File: src/rtl/fcd_pkg.sv
// Shared types and command codes for the flash command decoder.
// Assumes the command byte is the low eight bits of each write word.
package fcd_pkg;
    typedef enum logic [3:0] {
        OP_NONE, OP_PROG, OP_PB_LOAD, OP_PB_COMMIT, OP_BERASE, OP_CERASE,
        OP_LOCK, OP_UNLOCK, OP_LOCKDN, OP_PCFG, OP_OTP, OP_SUSP, OP_RESUME
    } op_e;

    typedef enum logic [1:0] {RM_ARRAY, RM_IDENT, RM_QUERY, RM_STATUS} rmode_e;

    typedef enum logic [3:0] {
        S_IDLE, S_ERASE, S_CHIP, S_PROG, S_OTP, S_PFX, S_PB_CNT, S_PB_DATA, S_PB_CF
    } st_e;

    typedef struct packed {
        logic seq;
        logic lockv;
        logic perr;
        logic eerr;
        logic clr;
        logic susp;
        logic res;
    } sev_t;

    localparam logic [7:0] C_RDARR  = 8'hFF;
    localparam logic [7:0] C_RDID   = 8'h90;
    localparam logic [7:0] C_RDQRY  = 8'h98;
    localparam logic [7:0] C_RDSTS  = 8'h70;
    localparam logic [7:0] C_CLRSTS = 8'h50;
    localparam logic [7:0] C_ERASE  = 8'h20;
    localparam logic [7:0] C_CHIP   = 8'h30;
    localparam logic [7:0] C_PROG_A = 8'h40;
    localparam logic [7:0] C_PROG_B = 8'h10;
    localparam logic [7:0] C_OTP    = 8'hC0;
    localparam logic [7:0] C_PFX    = 8'h60;
    localparam logic [7:0] C_PBUF   = 8'hE8;
    localparam logic [7:0] C_SUSP   = 8'hB0;
    localparam logic [7:0] C_CONF   = 8'hD0;
    localparam logic [7:0] C_LOCK   = 8'h01;
    localparam logic [7:0] C_LOCKDN = 8'h2F;
    localparam logic [7:0] C_PCFG   = 8'h04;
endpackage

File: src/rtl/fcd_lock_tbl.sv
// Per-block lock and lock-down bits.
// Assumes set/clear/lock-down requests are mutually exclusive per cycle.
module fcd_lock_tbl #(
    parameter int NUM_BLOCKS = 8,
    parameter int BLK_W      = $clog2(NUM_BLOCKS)
) (
    input  logic                  clk,
    input  logic                  rst_n,
    input  logic [BLK_W-1:0]      q_blk,
    input  logic [BLK_W-1:0]      w_blk,
    input  logic                  set_lk,
    input  logic                  clr_lk,
    input  logic                  set_ld,
    output logic                  q_locked,
    output logic                  q_ldown,
    output logic [NUM_BLOCKS-1:0] lk_vec,
    output logic [NUM_BLOCKS-1:0] ld_vec
);
    for (genvar g = 0; g < NUM_BLOCKS; g++) begin : g_blk
        logic lk_r, ld_r;
        // Update this block's bits when it is the addressed block.
        always_ff @(posedge clk) begin
            if (!rst_n) begin
                lk_r <= 1'b0;
                ld_r <= 1'b0;
            end else if (w_blk == BLK_W'(g)) begin
                if (set_lk || set_ld) lk_r <= 1'b1;
                else if (clr_lk)      lk_r <= 1'b0;
                if (set_ld)           ld_r <= 1'b1;
            end
        end
        assign lk_vec[g] = lk_r;
        assign ld_vec[g] = ld_r;
    end

    assign q_locked = lk_vec[q_blk];
    assign q_ldown  = ld_vec[q_blk];
endmodule

File: src/rtl/fcd_status.sv
// Status register: ready, suspended and sticky error flags.
// Assumes a clear event never coincides with a set event.
module fcd_status
    import fcd_pkg::*;
(
    input  logic       clk,
    input  logic       rst_n,
    input  sev_t       ev,
    input  logic       be_busy,
    output logic [7:0] status
);
    logic susp_r, eerr_r, perr_r, seq_r, lockv_r;

    // Hold suspended and the sticky error flags.
    always_ff @(posedge clk) begin
        if (!rst_n) begin
            {susp_r, eerr_r, perr_r, seq_r, lockv_r} <= '0;
        end else begin
            if (ev.susp)     susp_r <= 1'b1;
            else if (ev.res) susp_r <= 1'b0;
            if (ev.clr) begin
                {eerr_r, perr_r, seq_r, lockv_r} <= '0;
            end else begin
                eerr_r  <= eerr_r  | ev.eerr;
                perr_r  <= perr_r  | ev.perr;
                seq_r   <= seq_r   | ev.seq;
                lockv_r <= lockv_r | ev.lockv;
            end
        end
    end

    assign status = {~be_busy, susp_r, eerr_r, perr_r, seq_r, 1'b0, lockv_r, 1'b0};
endmodule

File: src/rtl/fcd_seq.sv
// Command sequencer: decodes write cycles, tracks multi-cycle sequences,
// selects read mode and issues registered one-cycle operation strobes.
// Assumes lock lookups for q_blk return combinationally.
module fcd_seq
    import fcd_pkg::*;
#(
    parameter int ADDR_W   = 12,
    parameter int BLK_W    = 3,
    parameter int PB_DEPTH = 8,
    localparam int CNT_W   = (PB_DEPTH > 1) ? $clog2(PB_DEPTH) : 1
) (
    input  logic              clk,
    input  logic              rst_n,
    input  logic              wr_en,
    input  logic [ADDR_W-1:0] wr_addr,
    input  logic [15:0]       wr_data,
    input  logic              unlock_hw,
    input  logic              q_locked,
    input  logic              q_ldown,
    output logic [BLK_W-1:0]  q_blk,
    output logic [BLK_W-1:0]  w_blk,
    output logic              set_lk,
    output logic              clr_lk,
    output logic              set_ld,
    output sev_t              ev,
    output logic              op_valid,
    output op_e               op_code,
    output logic [ADDR_W-1:0] op_addr,
    output logic [15:0]       op_data,
    output rmode_e            read_mode
);
    st_e               state, st_n;
    logic [ADDR_W-1:0] first_addr, fa_n;
    logic [CNT_W-1:0]  pb_left, left_n;
    rmode_e            mode_n;
    logic              ov_n;
    op_e               oc_n;
    logic [ADDR_W-1:0] oa_n;
    logic [7:0]        cmd;
    logic              amatch;

    assign cmd    = wr_data[7:0];
    assign amatch = (wr_addr == first_addr);
    assign w_blk  = wr_addr[ADDR_W-1 -: BLK_W];
    assign q_blk  = (state == S_PB_CF) ? first_addr[ADDR_W-1 -: BLK_W] : w_blk;

    // Next-state, strobe and event decode for the current write cycle.
    always_comb begin
        st_n   = state;
        fa_n   = first_addr;
        left_n = pb_left;
        mode_n = read_mode;
        ov_n   = 1'b0;
        oc_n   = OP_NONE;
        oa_n   = wr_addr;
        ev     = '0;
        set_lk = 1'b0;
        clr_lk = 1'b0;
        set_ld = 1'b0;
        if (wr_en) begin
            st_n = S_IDLE;
            unique case (state)
                S_IDLE: begin
                    fa_n = wr_addr;
                    case (cmd)
                        C_RDARR:  mode_n = RM_ARRAY;
                        C_RDID:   mode_n = RM_IDENT;
                        C_RDQRY:  mode_n = RM_QUERY;
                        C_RDSTS:  mode_n = RM_STATUS;
                        C_CLRSTS: ev.clr = 1'b1;
                        C_ERASE:  begin st_n = S_ERASE;  mode_n = RM_STATUS; end
                        C_CHIP:   begin st_n = S_CHIP;   mode_n = RM_STATUS; end
                        C_PROG_A,
                        C_PROG_B: begin st_n = S_PROG;   mode_n = RM_STATUS; end
                        C_OTP:    begin st_n = S_OTP;    mode_n = RM_STATUS; end
                        C_PBUF:   begin st_n = S_PB_CNT; mode_n = RM_STATUS; end
                        C_PFX:    st_n = S_PFX;
                        C_SUSP:   begin ov_n = 1'b1; oc_n = OP_SUSP;   ev.susp = 1'b1; end
                        C_CONF:   begin ov_n = 1'b1; oc_n = OP_RESUME; ev.res  = 1'b1; end
                        default:  ev.seq = 1'b1;
                    endcase
                end
                S_ERASE, S_CHIP: begin
                    if (cmd != C_CONF || !amatch) begin
                        ev.seq = 1'b1;
                    end else if (state == S_CHIP) begin
                        ov_n = 1'b1; oc_n = OP_CERASE;
                    end else if (q_locked) begin
                        ev.lockv = 1'b1; ev.eerr = 1'b1;
                    end else begin
                        ov_n = 1'b1; oc_n = OP_BERASE;
                    end
                end
                S_PROG, S_OTP: begin
                    if (!amatch) begin
                        ev.seq = 1'b1;
                    end else if (state == S_OTP) begin
                        ov_n = 1'b1; oc_n = OP_OTP;
                    end else if (q_locked) begin
                        ev.lockv = 1'b1; ev.perr = 1'b1;
                    end else begin
                        ov_n = 1'b1; oc_n = OP_PROG;
                    end
                end
                S_PFX: begin
                    if (!amatch) begin
                        ev.seq = 1'b1;
                    end else begin
                        case (cmd)
                            C_LOCK:   begin set_lk = 1'b1; ov_n = 1'b1; oc_n = OP_LOCK; end
                            C_LOCKDN: begin set_ld = 1'b1; ov_n = 1'b1; oc_n = OP_LOCKDN; end
                            C_PCFG:   begin ov_n = 1'b1; oc_n = OP_PCFG; end
                            C_CONF: begin
                                if (!q_ldown || unlock_hw) begin
                                    clr_lk = 1'b1; ov_n = 1'b1; oc_n = OP_UNLOCK;
                                end else begin
                                    ev.lockv = 1'b1;
                                end
                            end
                            default: ev.seq = 1'b1;
                        endcase
                    end
                end
                S_PB_CNT: begin
                    if (!amatch || wr_data > 16'(PB_DEPTH - 1)) begin
                        ev.seq = 1'b1;
                    end else begin
                        left_n = wr_data[CNT_W-1:0];
                        st_n   = S_PB_DATA;
                    end
                end
                S_PB_DATA: begin
                    ov_n = 1'b1; oc_n = OP_PB_LOAD;
                    if (pb_left == '0) st_n = S_PB_CF;
                    else begin
                        left_n = pb_left - 1'b1;
                        st_n   = S_PB_DATA;
                    end
                end
                S_PB_CF: begin
                    oa_n = first_addr;
                    if (cmd != C_CONF) begin
                        ev.seq = 1'b1;
                    end else if (q_locked) begin
                        ev.lockv = 1'b1; ev.perr = 1'b1;
                    end else begin
                        ov_n = 1'b1; oc_n = OP_PB_COMMIT;
                    end
                end
                default: ev.seq = 1'b1;
            endcase
        end
    end

    // Register sequence state, read mode and the outgoing strobe.
    always_ff @(posedge clk) begin
        if (!rst_n) begin
            state      <= S_IDLE;
            first_addr <= '0;
            pb_left    <= '0;
            read_mode  <= RM_ARRAY;
            op_valid   <= 1'b0;
            op_code    <= OP_NONE;
            op_addr    <= '0;
            op_data    <= '0;
        end else begin
            state      <= st_n;
            first_addr <= fa_n;
            pb_left    <= left_n;
            read_mode  <= mode_n;
            op_valid   <= ov_n;
            op_code    <= oc_n;
            op_addr    <= oa_n;
            op_data    <= wr_data;
        end
    end
endmodule

File: src/rtl/fcd_top.sv
// Flash command decoder top: sequencer, lock table and status register.
// Assumes NUM_BLOCKS is a power of two and at least two.
module fcd_top
    import fcd_pkg::*;
#(
    parameter int ADDR_W     = 12,
    parameter int NUM_BLOCKS = 8,
    parameter int PB_DEPTH   = 8
) (
    input  logic              clk,
    input  logic              rst_n,
    input  logic              wr_en,
    input  logic [ADDR_W-1:0] wr_addr,
    input  logic [15:0]       wr_data,
    input  logic              unlock_hw,
    input  logic              be_busy,
    output logic              op_valid,
    output logic [3:0]        op_code,
    output logic [ADDR_W-1:0] op_addr,
    output logic [15:0]       op_data,
    output logic [1:0]        read_mode,
    output logic [7:0]        status
);
    localparam int BLK_W = $clog2(NUM_BLOCKS);

    logic [BLK_W-1:0]      q_blk, w_blk;
    logic                  q_locked, q_ldown, set_lk, clr_lk, set_ld;
    logic [NUM_BLOCKS-1:0] lk_vec, ld_vec;
    sev_t                  ev;
    op_e                   op_code_e;
    rmode_e                mode_e;

    fcd_seq #(.ADDR_W(ADDR_W), .BLK_W(BLK_W), .PB_DEPTH(PB_DEPTH)) seq_i (
        .clk(clk), .rst_n(rst_n), .wr_en(wr_en), .wr_addr(wr_addr),
        .wr_data(wr_data), .unlock_hw(unlock_hw), .q_locked(q_locked),
        .q_ldown(q_ldown), .q_blk(q_blk), .w_blk(w_blk), .set_lk(set_lk),
        .clr_lk(clr_lk), .set_ld(set_ld), .ev(ev), .op_valid(op_valid),
        .op_code(op_code_e), .op_addr(op_addr), .op_data(op_data),
        .read_mode(mode_e)
    );

    fcd_lock_tbl #(.NUM_BLOCKS(NUM_BLOCKS), .BLK_W(BLK_W)) lock_i (
        .clk(clk), .rst_n(rst_n), .q_blk(q_blk), .w_blk(w_blk),
        .set_lk(set_lk), .clr_lk(clr_lk), .set_ld(set_ld),
        .q_locked(q_locked), .q_ldown(q_ldown), .lk_vec(lk_vec), .ld_vec(ld_vec)
    );

    fcd_status sts_i (
        .clk(clk), .rst_n(rst_n), .ev(ev), .be_busy(be_busy), .status(status)
    );

    assign op_code   = op_code_e;
    assign read_mode = mode_e;
endmodule

File: config.mk
export PLATFORM = sky130hd
export DESIGN_NAME = fcd_top
export DESIGN_NICKNAME = d
export VERILOG_FILES = /design/src/rtl/fcd_pkg.sv /design/src/rtl/fcd_lock_tbl.sv /design/src/rtl/fcd_status.sv /design/src/rtl/fcd_seq.sv /design/src/rtl/fcd_top.sv
export SDC_FILE = /design/constraint.sdc
export NUM_CORES = 1
export LEC_CHECK = 0
export BUFFER_PORTS_ARGS = -buffer_cell sky130_fd_sc_hd__clkbuf_2
export CAP_MARGIN = 20
export CORE_MARGIN = 4
export CORE_UTILIZATION = 40
export CTS_BUF_LIST = sky130_fd_sc_hd__clkbuf_8
export DETAILED_ROUTE_END_ITERATION = 6
export SLEW_MARGIN = 20
export SYNTH_ARGS = -nofsm -noshare
export SYNTH_HDL_FRONTEND = slang
export SYNTH_HIERARCHICAL = 1
export SYNTH_SLANG_ARGS = --single-unit
File: constraint.sdc
create_clock -name clk -period 7.06 [get_ports clk]
set_input_delay 0.706 -clock clk [delete_from_list [all_inputs] [get_ports clk]]
set_output_delay 0.706 -clock clk [all_outputs]
set_load 0.005 [all_outputs]
==> flow_summary.json <==
{
  "outcome": "completed",
  "cts_hold_buf": 0,
  "final_common_cell": "nand2_1",
  "cts_root_buffer": "clkbuf_8",
  "pwr_density_cell_nw_per_um2": 183,
  "path_clk_slew_ps": 80,
  "tns_ps": 0,
  "ys_warn_count": 6,
  "clockBufferDepth": 2,
  "crit_chain": "nor3_1 > nand2_1 > mux2_2 > mux4_1 > mux2_2 > nor2b_1 > nand2b_1 > nor2_1 > nor4bb_1 > o22ai_1",
  "antenna_found_initial": 0,
  "post_cts_resized": 0,
  "fmax_mhz": 272,
  "synth_cells": 481,
  "dieArea_sq_um": 11800,
  "cap_violations": 0,
  "gp_congestion": 0.906,
  "wl_per_cell_microns": 14.8,
  "die_y_microns": 108,
  "start_kind": "register",
  "grt_pass1_vias": 3221,
  "final_cell_mix": "83 x nand2_1, 75 x dfxtp_1, 73 x clkbuf_2, 31 x nor2_1, 29 x a21boi_0",
  "grt.total_usage": 0.170,
  "cp_common_cell": "mux2_2",
  "place_hpwl_microns": 6850,
  "overflow": 0,
  "crit_path_max_fanout": 18,
  "slowest_delay_ps": 550,
  "worstSetupEndpointType": "register",
  "relSlewSlack": 0.305,
  "vdd_ir_drop_max_v": 0.0000730,
  "finalCritPeriodShare": 0.521,
  "critical_path.slowest_cell": "mux4_1",
  "syn-cell-area_sq_um": 4040,
  "wl_microns": 9810,
  "cts.sinks": 75,
  "hold_viol": 0,
  "cts_tree": "yes",
  "postSynthAreaPerCell_sq_um": 8.39,
  "h-tree-depth": 3,
  "drtAntennaViolNets": 0,
  "leakagePower_uw": 0.00185,
  "worstReg2RegStart": "seq_i/state[0]$_SDFFE_PN0P_",
  "num_vias": 3566,
  "port_buffers": 73,
  "final-setup-viol-count": 0,
  "critPathArrivalTime_ps": 3890,
  "ios": 76,
  "worstSetupStartpoint": "seq_i/state[0]$_SDFFE_PN0P_",
  "drt_iter0_markers": 230,
  "fin_nets": 559,
  "initial_core_util": 0.411,
  "grt_pass1_wl_microns": 16100,
  "drcViolationCount": 0,
  "rsz0062_at_grt": "no",
  "finClkSkew_ps": 8.86,
  "clk_latency_ps": 350,
  "diodes": 0,
  "worstMarginPinSlew_ps": 1040,
  "cts_buffers": 9,
  "hold_path_startpoint": "lock_i/g_blk[6].lk_r$_SDFFE_PN0P_",
  "drt_pre_antenna_iters": 5,
  "grt_max_degree": 72,
  "critPathTopFamily": "simple AND/OR/NAND/NOR gates",
  "hold_class": "register to register",
  "fin_crit_ps": 3670,
  "drv_slew": 0,
  "die_width_microns": 108,
  "final_util": 0.464,
  "avgViaCountPerCell": 5.39,
  "crit_buf_inv": 0,
  "drive_gt1_frac": 0.201,
  "cts_setup_buffers": 0,
  "setup.worst_path.class": "register to register",
  "core_sq_um": 9820,
  "critPathRequiredTime_ps": 7270,
  "syn_to_final_growth_pct": 12.8,
  "row_count": 36
}
final timing paths:
check	end	slack [ps]	depth (start not counted)
min reg2reg	lock_i/g_blk[6].lk_r$_SDFFE_PN0P_	470	2
max reg2reg	lock_i/g_blk[2].lk_r$_SDFFE_PN0P_	3390	10
max	lock_i/g_blk[2].lk_r$_SDFFE_PN0P_	3390	10
min	lock_i/g_blk[6].lk_r$_SDFFE_PN0P_	470	2
registers in the layout, indices dropped and copies added, names as in the netlist, 2 cells and up:
signal             cells
seq_i/first_addr      12
seq_i/op_code          4
lock_i/g_blk.lk_r      8
lock_i/g_blk.ld_r      8
seq_i/state            4
seq_i/pb_left          3
seq_i/op_addr         12
seq_i/op_data         16
seq_i/read_mode        2
stage by stage:
| stage | cell area [sq um] | worst slack [ps] | instances | total power, uW | hold slack (ps) |
|---|---|---|---|---|---|
| CTS | 4550 | 3420 | 661 | 844 | 469 |
| finish | 4550 | 3390 | 661 | 833 | 468 |
| detailed placement | 4380 | 3450 | 646 | 541 | 451 |
| floorplan | 4040 | 3990 | 482 | 508 | 431 |
| global route | 4550 | 3140 | 661 | 870 | 485 |
| global placement | 4380 | 3600 | 646 | 539 | 447 |
power by group:
| group | switching [uW] | total [uW] | internal (uW) |
|---|---|---|---|
| logic | 51.6 | 87.8 | 36.2 |
| clock network | 159 | 303 | 144 |
| registers | 6.61 | 442 | 436 |
metal layers:
| layer | track usage | up-vias | part of all wire |
|---|---|---|---|
| li1 | - | 1778 | - |
| met1 | 0.234 | 1669 | 0.46 |
| met2 | 0.261 | 101 | 0.46 |
| met3 | 0.0257 | 18 | 0.052 |
| met4 | 0.0794 | 0 | 0.021 |
| met5 | 0 | - | 0 |
worst min-delay path: stages, from the launching register on:
cell,delay [ps]
dfxtp_1,320
nand2_1,50
o32ai_1,50
final cells by class:
type / instances / area, sq um
tap: 133 / 166
inverter: 6 / 22.5
fill: 1012 / 5270
clock inverter: 4 / 27.5
multi-input combinational: 358 / 2310
clock buffer: 11 / 151
timing repair buffer: 74 / 373
sequential: 75 / 1500
Power figures use the tool's default switching activity.
